File: config.mk
export PLATFORM = sky130hd
export DESIGN_NAME = cfg_serial_loader
export DESIGN_NICKNAME = d
export VERILOG_FILES = /design/src/rtl/cfgld_pkg.sv /design/src/rtl/cfgld_sync.sv /design/src/rtl/cfgld_shift.sv /design/src/rtl/cfgld_ctrl.sv /design/src/rtl/cfg_serial_loader.sv
export SDC_FILE = /design/constraint.sdc
export NUM_CORES = 1
export LEC_CHECK = 0
export CAP_MARGIN = 20
export CORE_ASPECT_RATIO = 0.8
export CORE_MARGIN = 2
export CORE_UTILIZATION = 54
export DETAILED_ROUTE_END_ITERATION = 12
export GPL_ROUTABILITY_DRIVEN = 0
export PLACE_DENSITY = 0.8
export SYNTH_ARGS = -nofsm -noshare
export SYNTH_HDL_FRONTEND = slang
export SYNTH_HIERARCHICAL = 1
export SYNTH_SLANG_ARGS = --single-unit
export TNS_END_PERCENT = 10
File: constraint.sdc
create_clock -name clk -period 2.9 [get_ports clk]
set_input_delay 0.87 -clock clk [delete_from_list [all_inputs] [get_ports clk]]
set_output_delay 0.87 -clock clk [all_outputs]
set_load 0.02 [all_outputs]
File: src/rtl/cfgld_pkg.sv
package cfgld_pkg;

    localparam int BYTE_W = 8;
    localparam int BIT_IDX_W = $clog2(BYTE_W);

    typedef enum logic [2:0] {
        ST_IDLE,
        ST_PROG,
        ST_WAIT_INIT,
        ST_SHIFT,
        ST_FLUSH,
        ST_PASS,
        ST_FAIL
    } cfgld_state_e;

    typedef enum logic [1:0] {
        FAIL_NONE    = 2'd0,
        FAIL_CRC     = 2'd1,
        FAIL_TIMEOUT = 2'd2
    } cfgld_fail_e;

    typedef struct packed {
        logic prog_n;
        logic run_shift;
        logic run_free;
        logic busy;
        logic pass;
        logic fail;
    } cfgld_ctl_t;

    function automatic logic [2:0] strap_code(input bit alt);
        return alt ? 3'b100 : 3'b000;
    endfunction

endpackage

File: src/rtl/cfgld_sync.sv
module cfgld_sync #(
    parameter int   STAGES  = 2,
    parameter logic RST_VAL = 1'b0
) (
    input  logic clk,
    input  logic rst,
    input  logic d_i,
    output logic q_o
);
    logic [STAGES-1:0] chain;

    always_ff @(posedge clk) begin
        if (rst) begin
            chain <= {STAGES{RST_VAL}};
        end else begin
            chain[0] <= d_i;
            for (int i = 1; i < STAGES; i++) begin
                chain[i] <= chain[i-1];
            end
        end
    end

    assign q_o = chain[STAGES-1];
endmodule

File: src/rtl/cfgld_shift.sv
module cfgld_shift
    import cfgld_pkg::*;
(
    input  logic              clk,
    input  logic              rst,
    input  logic              run_shift_i,
    input  logic              run_free_i,
    input  logic              s_valid_i,
    input  logic [BYTE_W-1:0] s_data_i,
    input  logic              s_last_i,
    output logic              s_ready_o,
    output logic              dout_o,
    output logic              cclk_o,
    output logic              last_sent_o
);
    logic [BYTE_W-1:0]    sreg;
    logic [BIT_IDX_W-1:0] bit_idx;
    logic                 have;
    logic                 is_last;
    logic                 phase;
    logic                 end_of_byte;
    logic                 take;

    assign end_of_byte = have && phase && (bit_idx == BIT_IDX_W'(BYTE_W - 1));
    assign s_ready_o   = run_shift_i && (!have || (end_of_byte && !is_last));
    assign take        = s_ready_o && s_valid_i;
    assign last_sent_o = run_shift_i && end_of_byte && is_last;

    always_ff @(posedge clk) begin
        if (rst) begin
            sreg    <= '0;
            bit_idx <= '0;
            have    <= 1'b0;
            is_last <= 1'b0;
            phase   <= 1'b0;
        end else if (!(run_shift_i || run_free_i)) begin
            bit_idx <= '0;
            have    <= 1'b0;
            is_last <= 1'b0;
            phase   <= 1'b0;
        end else if (run_free_i) begin
            phase <= ~phase;
        end else if (take) begin
            sreg    <= s_data_i;
            is_last <= s_last_i;
            have    <= 1'b1;
            bit_idx <= '0;
            phase   <= 1'b0;
        end else if (have) begin
            phase <= ~phase;
            if (phase) begin
                if (bit_idx == BIT_IDX_W'(BYTE_W - 1)) begin
                    have <= 1'b0;
                end else begin
                    bit_idx <= bit_idx + 1'b1;
                    sreg    <= {sreg[BYTE_W-2:0], 1'b0};
                end
            end
        end
    end

    assign dout_o = sreg[BYTE_W-1];
    assign cclk_o = phase && (run_shift_i || run_free_i);

    // data may only move while the configuration clock is low
    assert_data_steady_R4: assert property (@(posedge clk) disable iff (rst)
        !$stable(dout_o) |-> !cclk_o);

    // every high half-bit lasts exactly one system clock
    assert_half_bit_R4: assert property (@(posedge clk) disable iff (rst)
        $rose(cclk_o) |=> !cclk_o);

    // a newly accepted byte always starts with the clock low
    assert_accept_low_R5: assert property (@(posedge clk) disable iff (rst)
        (s_valid_i && s_ready_o) |=> !cclk_o);
endmodule

File: src/rtl/cfgld_ctrl.sv
module cfgld_ctrl
    import cfgld_pkg::*;
#(
    parameter int PROG_MIN  = 16,
    parameter int DONE_WAIT = 1000
) (
    input  logic        clk,
    input  logic        rst,
    input  logic        restart_i,
    input  logic        init_s_i,
    input  logic        done_s_i,
    input  logic        last_sent_i,
    output cfgld_ctl_t  ctl_o,
    output logic [1:0]  fail_code_o
);
    localparam int CNT_MAX = (PROG_MIN > DONE_WAIT) ? PROG_MIN : DONE_WAIT;
    localparam int CNT_W   = $clog2(CNT_MAX + 1);

    cfgld_state_e     state;
    cfgld_fail_e      code;
    logic [CNT_W-1:0] cnt;
    logic             seen_low;

    always_ff @(posedge clk) begin
        if (rst) begin
            state    <= ST_IDLE;
            code     <= FAIL_NONE;
            cnt      <= '0;
            seen_low <= 1'b0;
        end else if (restart_i) begin
            state    <= ST_PROG;
            code     <= FAIL_NONE;
            cnt      <= '0;
            seen_low <= 1'b0;
        end else begin
            case (state)
                ST_PROG: begin
                    if (!init_s_i) seen_low <= 1'b1;
                    cnt <= cnt + 1'b1;
                    if (cnt == CNT_W'(PROG_MIN - 1)) begin
                        state <= ST_WAIT_INIT;
                    end
                end
                ST_WAIT_INIT: begin
                    if (!init_s_i) begin
                        seen_low <= 1'b1;
                    end else if (seen_low) begin
                        state <= ST_SHIFT;
                    end
                end
                ST_SHIFT: begin
                    if (!init_s_i) begin
                        state <= ST_FAIL;
                        code  <= FAIL_CRC;
                    end else if (last_sent_i) begin
                        state <= ST_FLUSH;
                        cnt   <= '0;
                    end
                end
                ST_FLUSH: begin
                    if (!init_s_i) begin
                        state <= ST_FAIL;
                        code  <= FAIL_CRC;
                    end else if (done_s_i) begin
                        state <= ST_PASS;
                    end else if (cnt == CNT_W'(DONE_WAIT - 1)) begin
                        state <= ST_FAIL;
                        code  <= FAIL_TIMEOUT;
                    end else begin
                        cnt <= cnt + 1'b1;
                    end
                end
                default: ;
            endcase
        end
    end

    always_comb begin
        ctl_o.prog_n    = (state != ST_PROG);
        ctl_o.run_shift = (state == ST_SHIFT);
        ctl_o.run_free  = (state == ST_FLUSH);
        ctl_o.busy      = state inside {ST_PROG, ST_WAIT_INIT, ST_SHIFT, ST_FLUSH};
        ctl_o.pass      = (state == ST_PASS);
        ctl_o.fail      = (state == ST_FAIL);
    end

    assign fail_code_o = code;

    // program request held for the full minimum width
    assert_prog_width_R2: assert property (@(posedge clk) disable iff (rst)
        (state == ST_PROG && cnt < CNT_W'(PROG_MIN - 1) && !restart_i) |=> (state == ST_PROG));

    // shifting never starts before init has been seen low
    assert_wait_clear_R3: assert property (@(posedge clk) disable iff (rst)
        (state == ST_WAIT_INIT && !seen_low && !restart_i) |=> (state != ST_SHIFT));

    // init low after shifting began is a CRC failure
    assert_crc_fail_R6: assert property (@(posedge clk) disable iff (rst)
        (state inside {ST_SHIFT, ST_FLUSH} && !init_s_i && !restart_i)
        |=> (state == ST_FAIL && code == FAIL_CRC));

    // the post-load wait ends with the timeout code
    assert_timeout_R8: assert property (@(posedge clk) disable iff (rst)
        (state == ST_FLUSH && init_s_i && !done_s_i && !restart_i && cnt == CNT_W'(DONE_WAIT - 1))
        |=> (state == ST_FAIL && code == FAIL_TIMEOUT));

    // a passing load carries no failure code
    assert_pass_clean_R7: assert property (@(posedge clk) disable iff (rst)
        (state == ST_PASS) |-> (code == FAIL_NONE));
endmodule

File: src/rtl/cfg_serial_loader.sv
module cfg_serial_loader
    import cfgld_pkg::*;
#(
    parameter int PROG_MIN    = 16,
    parameter int DONE_WAIT   = 1000,
    parameter int SYNC_STAGES = 2,
    parameter bit MODE_ALT    = 1'b0
) (
    input  logic        clk,
    input  logic        rst,
    input  logic        restart_i,
    input  logic        s_valid_i,
    input  logic [7:0]  s_data_i,
    input  logic        s_last_i,
    output logic        s_ready_o,
    output logic        prog_n_o,
    output logic        cclk_o,
    output logic        dout_o,
    input  logic        init_i,
    input  logic        done_i,
    output logic [2:0]  mode_o,
    output logic        busy_o,
    output logic        pass_o,
    output logic        fail_o,
    output logic [1:0]  fail_code_o
);
    cfgld_ctl_t ctl;
    logic       init_s;
    logic       done_s;
    logic       last_sent;

    cfgld_sync #(.STAGES(SYNC_STAGES), .RST_VAL(1'b1)) u_init_sync (
        .clk(clk), .rst(rst), .d_i(init_i), .q_o(init_s)
    );

    cfgld_sync #(.STAGES(SYNC_STAGES), .RST_VAL(1'b0)) u_done_sync (
        .clk(clk), .rst(rst), .d_i(done_i), .q_o(done_s)
    );

    cfgld_ctrl #(.PROG_MIN(PROG_MIN), .DONE_WAIT(DONE_WAIT)) u_ctrl (
        .clk(clk), .rst(rst), .restart_i(restart_i),
        .init_s_i(init_s), .done_s_i(done_s), .last_sent_i(last_sent),
        .ctl_o(ctl), .fail_code_o(fail_code_o)
    );

    cfgld_shift u_shift (
        .clk(clk), .rst(rst),
        .run_shift_i(ctl.run_shift), .run_free_i(ctl.run_free),
        .s_valid_i(s_valid_i), .s_data_i(s_data_i), .s_last_i(s_last_i),
        .s_ready_o(s_ready_o), .dout_o(dout_o), .cclk_o(cclk_o),
        .last_sent_o(last_sent)
    );

    generate
        if (MODE_ALT) begin : g_strap_alt
            assign mode_o = strap_code(1'b1);
        end else begin : g_strap_base
            assign mode_o = strap_code(1'b0);
        end
    endgenerate

    assign prog_n_o = ctl.prog_n;
    assign busy_o   = ctl.busy;
    assign pass_o   = ctl.pass;
    assign fail_o   = ctl.fail;

    // restart takes effect on the next edge
    assert_restart_R10: assert property (@(posedge clk) disable iff (rst)
        restart_i |=> (!prog_n_o && busy_o && !pass_o && !fail_o));

    // the clock is quiet whenever no load is running
    assert_idle_quiet_R3: assert property (@(posedge clk) disable iff (rst)
        !busy_o |-> (!cclk_o && !s_ready_o));

    // a failed load always names a cause
    assert_fail_coded_R6: assert property (@(posedge clk) disable iff (rst)
        fail_o |-> (fail_code_o != 2'd0));
endmodule

# Word-level counts from Yosys, hierarchy flattened
# Index checks and enable logic that the tools add are counted.
totals:
  inputBits: 15
  word_cells: 113
  reg_bits: 34
op_classes:
  n_reduce_logical: 30
  bitwise: 4
  muxes: 36
  addsub: 2
  n_eq_ne: 29
op_table:
  columns: ["cell", "count"]
  rows:
  - ["10-bit 2-to-1 mux", 5]
  - ["3-bit 2-to-1 mux", 12]
  - ["8-bit 2-to-1 mux", 4]
  - ["10-bit one-hot mux with 3 select lines", 1]
  - ["6-bit AND reduction", 3]
  - ["2-bit != test, second input constant", 7]
  - ["3-bit equality test, second input constant", 4]
  - ["3-bit != test, second input constant", 4]
  - ["3-bit one-hot mux with 4 select lines", 1]
  - ["10-bit by 1-bit adder with 10-bit output, second input constant", 1]
  - ["10-bit equality test, second input constant", 1]
  - ["10-bit by 4-bit equality test with 1-bit output, second input constant", 1]
  - ["1-bit logical AND", 8]
  - ["1-bit 2-to-1 mux", 8]
  - ["2-bit 2-to-1 mux", 4]
  - ["4-bit != test, second input constant", 2]
  - ["4-bit AND reduction", 2]
  - ["3-bit by 2-bit equality test with 1-bit output, second input constant", 2]
  - ["2-bit by 1-bit != test with 1-bit output, second input constant", 3]
  - ["3-bit by 2-bit != test with 1-bit output, second input constant", 2]
  - ["2-bit nonzero test", 3]
  - ["3-bit nonzero test", 2]
  - ["2-bit OR reduction", 3]
  - ["5-bit != test, second input constant", 1]
  - ["other kinds (11)", 17]

# Depth between registers and ports, before layout
logic_depth:
  ltp_word: 8
  ltp_mapped: 10
  ltp_nobuf: 8

# Hierarchy
# The synthesis kept the hierarchy.
by_module_without_submodules:
  columns: ["mod", "cells_each", "area_per_inst_um2", "n_inst"]
  rows:
  - ["cfgld_ctrl", 124, 1048.5, 1]
  - ["cfgld_shift", 82, 711.9, 1]
  - ["cfgld_sync", 4, 52.6, 2]
  - ["cfg_serial_loader", 4, 26.3, 1]

# Worst setup path before layout
# No wires, ideal clock.
synth_timing:
  kind: "flip-flop to output port"
  from: "register u_ctrl.state[0]"
  to: "output port cclk_o"
  slack_ns: 0.649
  required_ns: 2.030
  path_stages_with_launch: 7
  t_arrival_ns: 1.381
  path_cell_list: "dfxtp_1 buf_2 nand3b_2 inv_1 buf_2 nor2_1 nor2b_1"
synth_lines:
  columns: ["item", "line_no", "text"]
  rows:
  - ["start: declaration", "cfgld_ctrl.sv:19", "cfgld_state_e state;"]
  - ["start signal: assignment", "cfgld_ctrl.sv:26", "state <= ST_IDLE;"]
  - ["start signal: assignment", "cfgld_ctrl.sv:31", "state <= ST_PROG;"]
  - ["start signal: assignment", "cfgld_ctrl.sv:41", "state <= ST_WAIT_INIT;"]
  - ["end: declaration", "cfg_serial_loader.sv:17", "output logic cclk_o,"]

# Worst setup path after layout
layout_timing:
  from: "register u_ctrl.state[2]"
  to: "output port prog_n_o"
layout_via:
  elab_chain_cells: 1
layout_lines:
  columns: ["item", "line_no", "text"]
  rows:
  - ["3-bit by 1-bit != test with 1-bit output", "cfgld_ctrl.sv:79", "ctl_o.prog_n = (state != ST_PROG);"]
  - ["end: declaration", "cfg_serial_loader.sv:16", "output logic prog_n_o,"]
# Every way passes these cells.

==> metrics.cfg <==
[run_status]
status=completed

[worst_setup_path]
crit_path_end_kind=output port
reg2reg_depth=9
reg2reg_from=u_ctrl/state[1]
ff2ff_setup_slack_ps=670
critical_path.max_fanout=14
required_ps=2030
arrival_ps=1730
crit_type=reg -> out
start_kind=flop
r2r_end=u_ctrl/cnt[4]

[die]
initial_core_util=0.556
ioPinCount=27
chipHeight_um=56.9
rows=19
die_area_um2=4000
core-area_um2=3400
die_x_um=70.2

[global_route]
grt_pass1_wl_um=7210
grt_max_degree=17
grt_pass1_vias=1499
grt_use_total=0.228
grt_antenna_before_repair=0
grt_overflow=0

[flow_run]
max_cap_viol_count=0

[synthesis]
postSynth.asyncResetShare=0
yosysTopAreaCell=dfxtp_1
syn-instance-count=218
syn-mean-instance-area_um2=8.68
ys.flop_type=dfxtp_1
synth_most_common_cell=dfxtp_1
synth_edf_count=0
ys_types=62
yosys_warnings=6
yosys-top-cells-area=dfxtp_1, o221a_1, a21oi_1
synth_common_cells=dfxtp_1, nor2_1, a21oi_1, inv_1, o21ai_0
ys_ff_latch=34
synth_area_um2=1890
ys_seq_area_frac=0.360
yosys.area.top_type_share=0.360

[placed_design]
dp_hpwl_um=3050
port_buffers=23
place_ws_ps=378
dp_cells=278
dpl_cell_area_um2=2150

[timing]
report.final.hold_viol_count=0
min_period_over_period=0.896
setup_tns_ps=0
period_needed_ps=2600
finalSetupViolCount=0
tightestPinTransition_ps=595
layout_setup_ws_ps=302
hold-worst-slack_ps=414
fmax_ghz=0.385
slew_violations=0
rsz0062_at_grt=false
skew_ps=8.80
max_slew_margin=0.602

[final_layout]
layout-drive-gt1-share=0.111
design_area_um2=2240
syn2layout_area_growth_pct=18.7
layout.nets=261
fillers=292
antenna_cells=0
final_util=0.660
fin_cells=286

[power_and_ir_drop]
ir_worst_vdd_mv=0.317
power_uw=899
leakagePower_nw=0.864
power.density_nw_per_um2=400

[hold_path]
hold_depth=1
min_from=u_init_sync/chain[0]
hold_end=u_init_sync/chain[1]
hold_path_class=reg -> reg

[clock_network]
tritoncts=done
cts.sinks=34
insertion_delay_ps=290
cts_made_buffers=5
postCtsSetupBuffers=0
cts_hold_buffers=0
root_buffer=clkbuf_8
htreeDepth=2
clkSlewWorstSetupHoldPaths_ps=70
clock_path_buffers=2

[drt]
drt.antenna.violating_nets=0
drt_iter0_markers=200
firstDrtPassIters=5
dr_total_vias=1752
viasPerCell=6.13
drt_wl_total_um=4370
drc=0
routedWlPerCell_um=15.3

-- power breakdown --
group          internal, mW  switching [mW]
sequential            0.471         0.00541
combinational        0.0334          0.0335
clock                 0.169           0.187
total                 0.673           0.226
-- kinds of logic after synthesis --
group                    share of synthesized area
AO/OA/AOI/OAI                                0.265
XOR/XNOR                                    0.0185
adder cells (fa/ha/maj)                     0.0198
buffers and inverters                       0.0681
flip-flops                                   0.360
multiplexers                               0.00529
other                                      0.00198
AND/OR/NAND/NOR                              0.261
-- layout by cell type, fill, tap and decap left out, types with 3 or more instances in the layout --
cell type / count
dfxtp_1: 32
clkdlybuf4s50_1: 21
nor2_1: 15
inv_1: 12
a21oi_1: 12
o21ai_0: 12
nand2_1: 10
nand3_1: 10
o221a_1: 7
buf_4: 6
nor2b_1: 6
clkbuf_8: 5
nand3b_1: 5
nand4_1: 5
a32o_1: 4
nor3_1: 4
conb_1: 3
o21a_1: 3
a31oi_1: 3
xor2_1: 3
a41oi_1: 3
ha_1: 3
-- worst max-delay path by stage --
stage / from / end
final: u_ctrl/state[2] / prog_n_o
after floorplan: u_ctrl/state[0] / cclk_o
after global routing: u_ctrl/state[2] / prog_n_o
after global placement: u_ctrl/state[0] / cclk_o
after CTS: u_ctrl/state[1] / cclk_o
after detailed placement: u_ctrl/state[0] / cclk_o
-- flip-flops by register name, indices dropped and copies added, names as in the netlist --
signal and cells:
u_ctrl/cnt 10, u_shift/sreg 8, u_ctrl/state 3, u_shift/bit_idx 3, u_ctrl/fail_code_o 2, u_done_sync/chain 2
u_init_sync/chain 2, u_ctrl/seen_low 1, u_shift/have 1, u_shift/is_last 1, u_shift/phase 1
-- area by class of cell --
| type | count | area [um^2] | area share |
|---|---|---|---|
| clock buffer | 5 | 68.8 | 0.0307 |
| clock inverter | 3 | 21.3 | 0.00948 |
| inverter | 13 | 48.8 | 0.0217 |
| multi-input combinational | 160 | 1090 | 0.486 |
| sequential | 34 | 683 | 0.304 |
| tap | 42 | 52.6 | 0.0234 |
| timing repair buffer | 29 | 280 | 0.125 |
-- critical path, stage by stage, from the launching register on --
cell and delay, ps:
dfxtp_1 310, buf_4 180, or3b_1 400, clkdlybuf4s50_1 550
-- metal layers --
layer  wire, um  vias up  GRT usage
met5          0        -          0
met4         42        0     0.0742
met3        350        4     0.0636
met2       1900       83      0.339
met1       2070      802      0.325
li1           -      863          -
-- repair_timing --
action / 4_1_cts / 5_1_grt
resized for setup: 0 / 4
hold endpoints to repair: 0 / 0
setup endpoints to repair: 0 / 2
(Power assumes the default switching activity.)
